==> src/rtl/kms_pkg.sv <==
// Shared types for the search key match sequencer.
package kms_pkg;
    // Sequencer phases: two write cycles, three read cycles.
    typedef enum logic [2:0] {
        ST_IDLE    = 3'd0,
        ST_WR_STB  = 3'd1,
        ST_WR_WAIT = 3'd2,
        ST_RD_A    = 3'd3,
        ST_RD_B    = 3'd4,
        ST_RD_WAIT = 3'd5
    } kms_state_e;
endpackage

==> src/rtl/kms_fsm.sv <==
// Phase sequencer: runs strobe, stallable write, two read cycles and a
// stallable final read. Assumes abort only asserts while stalled.
module kms_fsm
    import kms_pkg::*;
(
    input  logic       clk,
    input  logic       rst_n,
    input  logic       start,
    input  logic       searching,
    input  logic       abort,
    output kms_state_e state,
    output logic       stall,
    output logic       rd_done
);
    kms_state_e state_nx;

    // A waitable phase freezes while the search line is high.
    assign stall   = ((state == ST_WR_WAIT) || (state == ST_RD_WAIT)) && searching;
    assign rd_done = (state == ST_RD_WAIT) && !searching;

    // Next-phase selection.
    always_comb begin
        state_nx = state;
        unique case (state)
            ST_IDLE:    if (start) state_nx = ST_WR_STB;
            ST_WR_STB:  state_nx = ST_WR_WAIT;
            ST_WR_WAIT: if (abort) state_nx = ST_IDLE;
                        else if (!stall) state_nx = ST_RD_A;
            ST_RD_A:    state_nx = ST_RD_B;
            ST_RD_B:    state_nx = ST_RD_WAIT;
            ST_RD_WAIT: if (abort || !stall) state_nx = ST_IDLE;
            default:    state_nx = ST_IDLE;
        endcase
    end

    // Phase register.
    always_ff @(posedge clk) begin
        if (!rst_n) state <= ST_IDLE;
        else        state <= state_nx;
    end
endmodule

==> src/rtl/kms_timeout.sv <==
// Counts consecutive stall cycles and flags expiry on the LIMIT-th one.
// Assumes LIMIT >= 2.
module kms_timeout #(
    parameter int LIMIT = 256
) (
    input  logic clk,
    input  logic rst_n,
    input  logic stall,
    output logic expire
);
    localparam int CNT_W = $clog2(LIMIT);
    logic [CNT_W-1:0] cnt;

    assign expire = stall && (cnt == CNT_W'(LIMIT - 1));

    // Stall run length; clears whenever the run breaks or expires.
    always_ff @(posedge clk) begin
        if (!rst_n || !stall || expire) cnt <= '0;
        else                            cnt <= cnt + 1'b1;
    end
endmodule

==> src/rtl/kms_result.sv <==
// Result register: folds the no-match line into the word MSB on a
// completed read, or records a zeroed timeout response on abort.
module kms_result #(
    parameter int DATA_W = 32
) (
    input  logic              clk,
    input  logic              rst_n,
    input  logic              rd_done,
    input  logic              abort,
    input  logic              nomatch,
    input  logic [DATA_W-2:0] rdata,
    output logic              rsp_valid,
    output logic [DATA_W-1:0] rsp_word,
    output logic              rsp_hit,
    output logic              rsp_timeout
);
    // Capture the outcome of the lookup that just ended.
    always_ff @(posedge clk) begin
        if (!rst_n) begin
            rsp_valid   <= 1'b0;
            rsp_word    <= '0;
            rsp_hit     <= 1'b0;
            rsp_timeout <= 1'b0;
        end else begin
            rsp_valid <= rd_done || abort;
            if (abort) begin
                rsp_word    <= '0;
                rsp_hit     <= 1'b0;
                rsp_timeout <= 1'b1;
            end else if (rd_done) begin
                rsp_word    <= {nomatch, rdata};
                rsp_hit     <= !nomatch;
                rsp_timeout <= 1'b0;
            end
        end
    end
endmodule

==> src/rtl/key_match_seq.sv <==
// Top of the search key match sequencer: one atomic key write plus result
// read per request. Assumes the device raises dev_searching only after a
// strobe and drives dev_rdata/dev_nomatch while dev_rd_n is low.
module key_match_seq
    import kms_pkg::*;
#(
    parameter int DATA_W      = 32,
    parameter int TIMEOUT_CYC = 256
) (
    input  logic              clk,
    input  logic              rst_n,
    input  logic              req_valid,
    input  logic [DATA_W-1:0] req_key,
    output logic              busy,
    output logic              rsp_valid,
    output logic [DATA_W-1:0] rsp_word,
    output logic              rsp_hit,
    output logic              rsp_timeout,
    output logic [DATA_W-1:0] dev_key,
    output logic              dev_key_drv,
    output logic              dev_start_n,
    output logic              dev_rd_n,
    input  logic              dev_searching,
    input  logic              dev_nomatch,
    input  logic [DATA_W-2:0] dev_rdata
);
    kms_state_e        state;
    logic              start, stall, rd_done, abort;
    logic [DATA_W-1:0] key_q;

    assign busy  = (state != ST_IDLE);
    assign start = req_valid && !busy;

    // Key holding register, loaded only on acceptance.
    always_ff @(posedge clk) begin
        if (!rst_n)     key_q <= '0;
        else if (start) key_q <= req_key;
    end

    // Device pin decode from the current phase.
    assign dev_key     = key_q;
    assign dev_key_drv = (state == ST_WR_STB) || (state == ST_WR_WAIT);
    assign dev_start_n = (state != ST_WR_STB);
    assign dev_rd_n    = !((state == ST_RD_A) || (state == ST_RD_B) || (state == ST_RD_WAIT));

    kms_fsm u_fsm (
        .clk       (clk),
        .rst_n     (rst_n),
        .start     (start),
        .searching (dev_searching),
        .abort     (abort),
        .state     (state),
        .stall     (stall),
        .rd_done   (rd_done)
    );

    kms_timeout #(.LIMIT(TIMEOUT_CYC)) u_tmo (
        .clk    (clk),
        .rst_n  (rst_n),
        .stall  (stall),
        .expire (abort)
    );

    kms_result #(.DATA_W(DATA_W)) u_res (
        .clk         (clk),
        .rst_n       (rst_n),
        .rd_done     (rd_done),
        .abort       (abort),
        .nomatch     (dev_nomatch),
        .rdata       (dev_rdata),
        .rsp_valid   (rsp_valid),
        .rsp_word    (rsp_word),
        .rsp_hit     (rsp_hit),
        .rsp_timeout (rsp_timeout)
    );
endmodule

==> config.mk <==
export PLATFORM = sky130hd
export DESIGN_NAME = key_match_seq
export DESIGN_NICKNAME = d
export VERILOG_FILES = /design/src/rtl/kms_pkg.sv /design/src/rtl/kms_fsm.sv /design/src/rtl/kms_timeout.sv /design/src/rtl/kms_result.sv /design/src/rtl/key_match_seq.sv
export SDC_FILE = /design/constraint.sdc
export NUM_CORES = 1
export LEC_CHECK = 0
export BUFFER_PORTS_ARGS = -buffer_cell sky130_fd_sc_hd__buf_4
export CAP_MARGIN = 20
export CORE_MARGIN = 2
export CORE_UTILIZATION = 45
export DETAILED_ROUTE_END_ITERATION = 10
export PLACE_DENSITY = 0.78
export RECOVER_POWER = 100
export SYNTH_ARGS = -nofsm -noshare
export SYNTH_HDL_FRONTEND = slang
export SYNTH_SLANG_ARGS = --single-unit
==> constraint.sdc <==
create_clock -name clk -period 3.74 [get_ports clk]
set_clock_uncertainty 0.15 [all_clocks]
set_input_delay 0.748 -clock clk [delete_from_list [all_inputs] [get_ports clk]]
set_output_delay 0.748 -clock clk [all_outputs]
set_load 0.01 [all_outputs]
==> results of run 1 <==
placed cells by master, fill, tap and decap left out, types with 2 or more instances in the layout:
cell and count:
nand2_1 121, dfxtp_1 78, clkbuf_1 73, buf_4 69
a21boi_0 27, a21oi_2 20, a21oi_1 17, nor2_1 13
nand2_2 10, clkbuf_8 10, o21ai_0 8, nand2b_1 5
inv_1 5, nand3_1 4, a21boi_2 4, xnor2_1 3
nor2b_1 2, nand3b_1 2, nor4b_1 2, and2_0 2
xor2_1 2, clkinv_2 2, clkinvlp_4 2
sequential cells by signal, summed over array words and instances (netlist names):
signal,cells
u_res.rsp_timeout,1
dev_key,32
u_res.rsp_valid,1
u_res.rsp_hit,1
u_tmo.cnt,8
u_fsm.state,3
u_res.rsp_word,32
stage by stage:
step	util	std cells	instance area, um^2
global route	0.572	598	4110
finish	0.572	598	4110
detailed placement	0.600	583	4300
CTS	0.622	597	4470
global placement	0.600	583	4300
floorplan	-	366	3280
critical path, cell delays in order, from the launching register on:
cell and delay (ns):
dfxtp_1 0.45, nor3_1 0.35, and2_0 0.17, clkbuf_1 1.17, nand2_1 0.17, a21boi_0 0.20
power by group through the flow:
stage,registers (W),clock network (W),logic [W]
floorplan,0.000905,0,0.000120
global placement,0.000897,0,0.000234
detailed placement,0.000899,0,0.000237
CTS,0.000879,0.000559,0.000237
global route,0.000883,0.000592,0.000225
finish,0.000878,0.000537,0.000202
final timing paths:
| check | start | to | cells after the start |
|---|---|---|---|
| setup reg to reg | u_fsm.state[2]$_SDFFE_PN0P_ | dev_key[5]$_SDFFE_PN0P_ | 5 |
| hold / removal | dev_key[21]$_SDFFE_PN0P_ | dev_key[21]$_SDFFE_PN0P_ | 2 |
| setup / recovery | u_fsm.state[2]$_SDFFE_PN0P_ | dev_key[5]$_SDFFE_PN0P_ | 5 |
| hold reg to reg | dev_key[21]$_SDFFE_PN0P_ | dev_key[21]$_SDFFE_PN0P_ | 2 |
cell families after synthesis:
logic type | after synthesis | synth area share
mux | 1 | 0.00305
simple gates | 171 | 0.245
fa+ha+maj | 1 | 0.00381
buf+inv | 28 | 0.0549
xor+xnor | 5 | 0.0133
compound gates | 82 | 0.204
flops | 78 | 0.476
metal layers:
metal,track usage,vias to the layer above,wire length (um)
met2,0.323,68,3870
met3,0.0277,19,292
met4,0.103,0,228
met1,0.220,1303,3180
li1,-,1442,-
met5,0,-,0
final cells by class:
type	instances	area, um^2	area share
well taps	99	124	0.0302
flip-flops and latches	78	1560	0.380
clock inverters	4	25.0	0.00609
clock buffers	10	138	0.0335
inverters	5	18.8	0.00457
multi-input cells	260	1450	0.353
repair buffers	142	792	0.193
==> reports/metrics.cfg, run 1 <==
[final_layout]
layout.nets=565
fillers=756
drive_above_1_share=0.251
diodes=0
syn2layout_area_growth_pct=25.1

[clocking]
cts_sinks=78
htreeDepth=3
cts_resized=0
cts_setup_buffers=0
cts_buffers=9
cts_buffer_depth=2
clk_latency_ns=0.34
root_buffer=clkbuf_8
cts_hold_buf=0
clk_pin_slew_ns=0.07
cts_tree=done

[min_path]
hp-class=reg2reg

[yosys]
synthCells=366
netlist_area_mm2=0.00328
yosysTopAreaCell=dfxtp_1
syn_area_per_cell_um2=8.97
ys_warn_count=0
synth_edf_count=0
yosys-top-cells-count=nand2_1 (121), dfxtp_1 (78), a21oi_2 (30)
synth.top_cells.by_area=dfxtp_1 (48%), nand2_1 (14%), a21oi_2 (8.0%)
yosysSeqAreaShare=0.476
ys.flop_type=dfxtp_1
async_reset_ff_frac=0
synth.most_common_cell=nand2_1
yosysTopAreaCellShare=0.476
ys_ff_latch=78
yosysUniqueCellTypes=43
synth_nets=435

[global_routing]
grt_pass1_vias=2637
grt_overflow=0
grt_max_degree=41
grt_util_all_layers=0.186
antenna_found_initial=0
grt_pass1_wl_um=11700

[worst_setup_path]
crit_fanout=32
reg2reg_slack_ns=1.00
worstPathRequired_ns=3.86
crit_type=reg2reg
worstSetupStartpointType=flop
critical_path.endpoint_type=flop
arrival_ns=2.86

[die]
die_w_um=89.4
num_io_pins=139
start_util=0.458
core_mm2=0.00718
dieHeight_um=89.4
rows=31
die_area_mm2=0.00800

[placement]
hpwl_um=5490
gp_congestion=0.791
preCtsSetupSlack_ns=1.43
numPortBuffers=138

[power_and_ir_drop]
p_leak_nw=1.49
ir_worst_vdd_mv=0.170
p_sw_w=0.000415
p_comb_frac=0.125
p_per_area_mw_per_mm2=394
clkPwrFrac=0.332
intPower_w=0.00120
swShare=0.257
p_seq_frac=0.543
total_power_w=0.00162

[sta]
rsz0062_at_grt=false
tns_ns=0
fin_crit_sh=0.733
worstMarginPinSlew_ns=1.63
whs_ns=0.306
clock.fmax_ghz=0.365
slew_headroom=-0.0864
fin_crit_ns=2.74
setup_viol=0
setup_ws_ns=1.00
drv_slew=33
finalHoldViolCount=0

[job]
cap_violations=1

[route]
final_antenna_net_count=0
wl_um=7570
dr.pass1.iters=4
vias=2832
first_iter_violations=88
drc=0
via_per_inst=4.74
wire_per_inst_um=12.7

[run_status]
status=complete, but fails checks
violations=max-capacitance violations, max-slew violations

Note: power is estimated with default switching activity, not from simulation.
==> run 2, diff against run 1 <==
CORE_UTILIZATION = 43   (was 45)
clock period = 2.5 ns   (was 3.74 ns; I/O delays follow)
==> run 2 against run 1 <==
Compared with the run above:
- largest cell class unchanged
- routed wire length grew 3.7%
- design area shrank 0.58%
- non-clock buffer count grew 1
- first-iteration DRC count shrank 5.7%
- combinational power grew 50%
- worst setup slack lost 0.58 ns
- critical path type is now reg2out
- the flow now finishes without violations
- largest power group unchanged
- highest routed layer unchanged
- sequential share of layout area grew 0.22 points
- clock power grew 74%
==> reports/metrics.cfg, run 2 (synthesized netlist as in run 1, its figures left out) <==
[final_layout]
layout.nets=566  ; +0.18%
fillers=786  ; +4.0%
syn2layout_area_growth_pct=24.4
layout_common_cells=nand2_1 (126), dfxtp_1 (78), clkbuf_1 (73), buf_4 (70), a21oi_1 (35)
finalNonFillerCells=601  ; +0.50%
final-seq-area_mm2=0.00156  ; unchanged
drive_above_1_share=0.215  ; -0.0354
diodes=0  ; unchanged
multi_input_area_mm2=0.00137  ; -5.5%
final_common_cell=nand2_1

[clocking]
cts_buffers=9  ; unchanged
root_buffer=clkbuf_8
cts_setup_buffers=0  ; unchanged
clk_latency_ns=0.34  ; about the same
cts_buffer_depth=2  ; unchanged
cts_hold_buf=0  ; unchanged
cts_resized=0  ; unchanged
htreeDepth=3  ; unchanged
cts_tree=done
cts_sinks=78  ; unchanged
clk_pin_slew_ns=0.08  ; about the same

[sta]
drv_slew=0  ; -100%
fin_crit_sh=0.830
rsz0062_at_grt=false
worstMarginPinSlew_ns=0.683  ; -0.946 ns
finalHoldViolCount=0  ; unchanged
setup_viol=0  ; unchanged
tns_ns=0  ; unchanged
slew_headroom=0.544  ; +0.631
clock.fmax_ghz=0.482
fin_crit_ns=2.08

[global_routing]
grt_pass1_vias=2658  ; +0.80%
grt_max_degree=41  ; unchanged
antenna_found_initial=0  ; unchanged
grt_pass1_wl_um=12700  ; +8.9%
grt_overflow=0  ; unchanged
grt_util_all_layers=0.189  ; +0.00239

[run_status]
status=complete, no violations

[route]
via_per_inst=4.73  ; -0.18%
drc=0  ; unchanged
vias=2841  ; +0.32%
dr.pass1.iters=4  ; unchanged
final_antenna_net_count=0  ; unchanged
first_iter_violations=83  ; -5.7%
wl_um=7850  ; +3.7%
wire_per_inst_um=13.1  ; +3.2%

[die]
dieHeight_um=91.4  ; +2.2%
die_area_mm2=0.00835  ; +4.4%
die_w_um=91.4  ; +2.2%
core_mm2=0.00733  ; +2.2%
start_util=0.448  ; -0.00968
num_io_pins=139  ; unchanged
rows=31  ; unchanged

[power_and_ir_drop]
ir_worst_vdd_mv=0.277  ; +63%
total_power_w=0.00255  ; +58%
p_per_area_mw_per_mm2=625  ; +59%
p_leak_nw=1.53  ; +2.6%

[worst_setup_path]
worstSetupStartpointType=flop
worstPathRequired_ns=1.85  ; -2.01 ns
arrival_ns=1.43  ; -1.43 ns
crit_chain=nand2b_1 > a21oi_1 > buf_4
crit_buf_inv=1  ; unchanged
cp_top_family=flip-flops
slowest_stage=dfxtp_1
critical_path.endpoint_type=primary output
crit_fanout=15  ; -53%
crit_type=reg2out
cpPeakStageDelay_ns=0.58  ; -0.59 ns

[placement]
hpwl_um=5590  ; +2.0%
gp_congestion=0.772  ; -2.5%
numPortBuffers=138  ; unchanged
dp_cells=585  ; +0.34%

[min_path]
hp-class=in2reg

[job]
cap_violations=0  ; -1

[run 2: cell count changes in the layout (fill, tap and decap cells not counted), moves of 2 or more]
cell	delta
a21oi_1	+18
a21boi_0	-3
a21boi_2	+4
clkbuf_2	+2
nand2_1	+5
a21oi_2	-18
clkinvlp_4	-2
nand2_2	-5
[run 2: final timing paths]
| kind | cells past startpoint | to | slack, ns | from |
|---|---|---|---|---|
| setup / recovery | 3 | dev_key_drv | 0.42 | u_fsm.state[1]$_SDFFE_PN0P_ |
| hold / removal | 3 | dev_key[12]$_SDFFE_PN0P_ | 0.25 | req_key[12] |
| setup reg to reg | 5 | dev_key[10]$_SDFFE_PN0P_ | 0.47 | u_fsm.state[2]$_SDFFE_PN0P_ |
| hold reg to reg | 2 | u_res.rsp_word[10]$_SDFFE_PP0P_ | 0.31 | u_res.rsp_word[10]$_SDFFE_PP0P_ |
[run 2: worst reg2reg max path: stages (launching register included)]
cell and delay, ns:
dfxtp_1 0.44, nor3_1 0.35, and2_0 0.17, clkbuf_2 0.54, nand2_1 0.12, a21boi_0 0.18
[run 2: layout make-up]
type / count / share of cell area
multi-input cells: 260 / 0.335
inverters: 5 / 0.00460
well taps: 99 / 0.0303
repair buffers: 143 / 0.200
flip-flops and latches: 78 / 0.382
clock buffers: 13 / 0.0365
clock inverters: 3 / 0.0107
[run 2: per-layer routing]
layer | share of wire | GRT usage
met1 | 0.42 | 0.226
met4 | 0.018 | 0.0884
met3 | 0.032 | 0.0349
met2 | 0.53 | 0.325
met5 | 0 | 0
[run 2: metrics by stage]
| step | hold slack [ns] | util | instance area (um^2) | worst slack (ns) |
|---|---|---|---|---|
| detailed placement | 0.297 | 0.591 | 4330 | 0.738 |
| global placement | 0.291 | 0.591 | 4330 | 0.809 |
| global route | 0.235 | 0.557 | 4080 | 0.242 |
| finish | 0.247 | 0.557 | 4080 | 0.425 |
| CTS | 0.226 | 0.617 | 4520 | 0.424 |
| floorplan | 0.280 | - | 3280 | 0.895 |
[run 2: power by group]
group	switching, W	total, W	internal [W]
logic	0.000159	0.000302	0.000143
clock network	0.000445	0.000936	0.000491
registers	0.0000286	0.00131	0.00128
==> run 3, diff against run 2 <==
clock period = 1.7 ns   (was 2.5 ns; I/O delays follow)
==> run 3 against run 2 <==
Compared with the run above:
- global-route usage is 0.58 points higher
- hold slack worse by 0.18 ns
- clock-buffer cell count fell by 3
- clock power up 60%
- design area grew 14%
- cell count grew 3.7%
- non-clock buffer count grew 22
- sequential cell count stayed put
- combinational power is 100% higher
- sequential power grew 47%
- first-iteration DRC count is 33% higher
- critical endpoint is now dev_rd_n
- largest power group unchanged
- highest routed layer unchanged
==> reports/metrics.cfg, run 3 (synthesized netlist as in run 1, its figures left out) <==
[final_layout]
fillers=686  ; -13%
finalNonFillerCells=623  ; +3.7%
syn2layout_area_growth_pct=42.2
layout.nets=588  ; +3.9%
drive_above_1_share=0.361  ; +0.146
diodes=0  ; unchanged
layout_common_cells=nand2_1 (120), buf_4 (83), dfxtp_1 (75), clkbuf_1 (68), a21oi_2 (32)
final_common_cell=nand2_1

[route]
wire_per_inst_um=14.0  ; +7.0%
final_antenna_net_count=0  ; unchanged
wl_um=8710  ; +11%
first_iter_violations=110  ; +33%
via_per_inst=4.83  ; +2.1%
drc=0  ; unchanged
dr.pass1.iters=4  ; unchanged
vias=3007  ; +5.8%

[die]
rows=31  ; unchanged
die_w_um=91.4  ; unchanged
dieHeight_um=91.4  ; unchanged
die_area_mm2=0.00835  ; unchanged
start_util=0.448  ; unchanged
core_mm2=0.00733  ; unchanged
num_io_pins=139  ; unchanged

[global_routing]
grt_util_all_layers=0.194  ; +0.00578
grt_pass1_vias=2847  ; +7.1%
grt_overflow=0  ; unchanged
antenna_found_initial=0  ; unchanged
grt_pass1_wl_um=13300  ; +4.1%
grt_max_degree=41  ; unchanged

[power_and_ir_drop]
swShare=0.250  ; +0.00214
total_power_w=0.00404  ; +58%
p_leak_nw=1.76  ; +15%
p_per_area_mw_per_mm2=865  ; +38%
p_comb_frac=0.152  ; +0.034
p_seq_frac=0.476  ; -0.039
clkPwrFrac=0.372  ; +0.005
intPower_w=0.00303  ; +58%
p_sw_w=0.00101  ; +60%
ir_worst_vdd_mv=0.473  ; +71%

[worst_setup_path]
reg2reg_slack_ns=0.02  ; -0.45 ns
crit_fanout=4  ; -11
critical_path.endpoint_type=primary output
rr_endpoint=u_res.rsp_word[25]$_SDFFE_PP0P_
reg2reg_depth=7  ; +2
slowest_stage=dfxtp_4
crit_type=reg2out
cpPeakStageDelay_ns=0.36  ; -0.22 ns
crit_chain=buf_6 > inv_4 > nor2_1 > a21oi_2 > buf_4
worstPathRequired_ns=1.21  ; -0.64 ns
worstSetupStartpointType=flop
arrival_ns=1.21  ; -0.22 ns
r2r_start=u_fsm.state[0]$_SDFFE_PN0P_

[clocking]
cts_sinks=78  ; unchanged
cts_hold_buf=0  ; unchanged
root_buffer=clkbuf_8
clk_pin_slew_ns=0.09  ; about the same
htreeDepth=3  ; unchanged
cts_buffer_depth=2  ; unchanged
cts_tree=done
cts_buffers=9  ; unchanged
clk_latency_ns=0.34  ; about the same

[sta]
setup_ws_ns=0.00212  ; -0.423 ns
rsz0062_at_grt=true
fin_crit_ns=1.70
setup_viol=0  ; unchanged
drv_slew=0  ; unchanged
worstMarginPinSlew_ns=0.369  ; -0.315 ns
slew_headroom=0.754  ; +0.210
clock.fmax_ghz=0.589
fin_crit_sh=0.999
finalHoldViolCount=0  ; unchanged

[placement]
hpwl_um=5650  ; +1.1%
numPortBuffers=138  ; unchanged
gp_congestion=0.849  ; +10%
preCtsSetupSlack_ns=0.0444  ; -0.694 ns
dp_cells=591  ; +1.0%

[min_path]
hold_depth=3  ; unchanged
hp-class=in2reg
holdPathEnd=dev_key[31]$_SDFFE_PN0P_
min_from=req_key[31]

[job]
cap_violations=0  ; unchanged

[run_status]
status=complete, no violations

run 3: changes by cell type in the layout (fill, tap and decap cells not counted), moves of 5 or more:
| cell | previous run | this run |
|---|---|---|
| buf_6 | 0 | 5 |
| clkbuf_1 | 73 | 68 |
| nand2_1 | 126 | 120 |
| a21boi_0 | 24 | 2 |
| nand2_2 | 5 | 10 |
| a21oi_1 | 35 | 5 |
| a21boi_1 | 0 | 20 |
| a21oi_2 | 2 | 32 |
| buf_4 | 70 | 83 |
run 3: stage by stage:
step            util  TNS [ns]  instance area [um^2]  hold WS (ns)
2_1_floorplan      -         0                  3280         0.280
3_3_place_gp   0.602         0                  4410         0.292
3_5_place_dp   0.602         0                  4410         0.297
4_1_cts        0.644   -0.0191                  4720        0.0540
5_1_grt        0.637    -0.392                  4670        0.0669
6_report       0.637         0                  4670        0.0705
run 3: timing repair:
item	in CTS	in global routing
gates resized for setup	15	12
endpoints found under the setup margin	4	40
pin swaps	3	4
buffers inserted	7	4
cloned	0	5
run 3: area by class of cell:
class / instances / area (um^2) / share of cell area
clock inverters: 6 / 86.3 / 0.0185
well taps: 99 / 124 / 0.0265
flip-flops and latches: 78 / 1570 / 0.337
repair buffers: 165 / 1150 / 0.245
multi-input cells: 260 / 1590 / 0.341
clock buffers: 10 / 128 / 0.0273
inverters: 5 / 21.3 / 0.00456
run 3: worst max-delay path, delay by kind of cell (launching register included):
family                 cells  cell delay (ns)
AO/OA/AOI/OAI              1             0.07
buffers and inverters      3             0.31
flip-flops                 1             0.36
AND/OR/NAND/NOR            1             0.12
run 3: layer usage:
| layer | global-route usage | vias to the layer above | part of all wire |
|---|---|---|---|
| li1 | - | 1499 | - |
| met1 | 0.220 | 1402 | 0.41 |
| met2 | 0.339 | 81 | 0.52 |
| met3 | 0.0357 | 25 | 0.037 |
| met4 | 0.114 | 0 | 0.031 |
| met5 | 0 | - | 0 |
run 3: power by group through the flow:
stage	registers, W	logic [W]	clock network, W
floorplan	0.00199	0.000264	0
global placement	0.00197	0.000545	0
detailed placement	0.00197	0.000555	0
CTS	0.00192	0.000593	0.00153
global route	0.00193	0.000664	0.00161
finish	0.00192	0.000614	0.00150
run 3: worst max path at each step:
stage / start / end / slack, ns / cells after the start
final: u_fsm.state[0]$_SDFFE_PN0P_ / dev_rd_n / 0.002 / 5
after global routing: u_tmo.cnt[1]$_SDFF_PP0_ / u_fsm.state[0]$_SDFFE_PN0P_ / -0.07 / 6
after CTS: u_fsm.state[2]$_SDFFE_PN0P_ / dev_rd_n / -0.02 / 4
after global placement: u_tmo.cnt[1]$_SDFF_PP0_ / u_res.rsp_word[12]$_SDFFE_PP0P_ / 0.11 / 6
after floorplan: u_tmo.cnt[0]$_SDFF_PP0_ / u_res.rsp_hit$_SDFFE_PP0P_ / 0.1 / 6
after detailed placement: u_tmo.cnt[1]$_SDFF_PP0_ / u_res.rsp_word[12]$_SDFFE_PP0P_ / 0.04 / 6
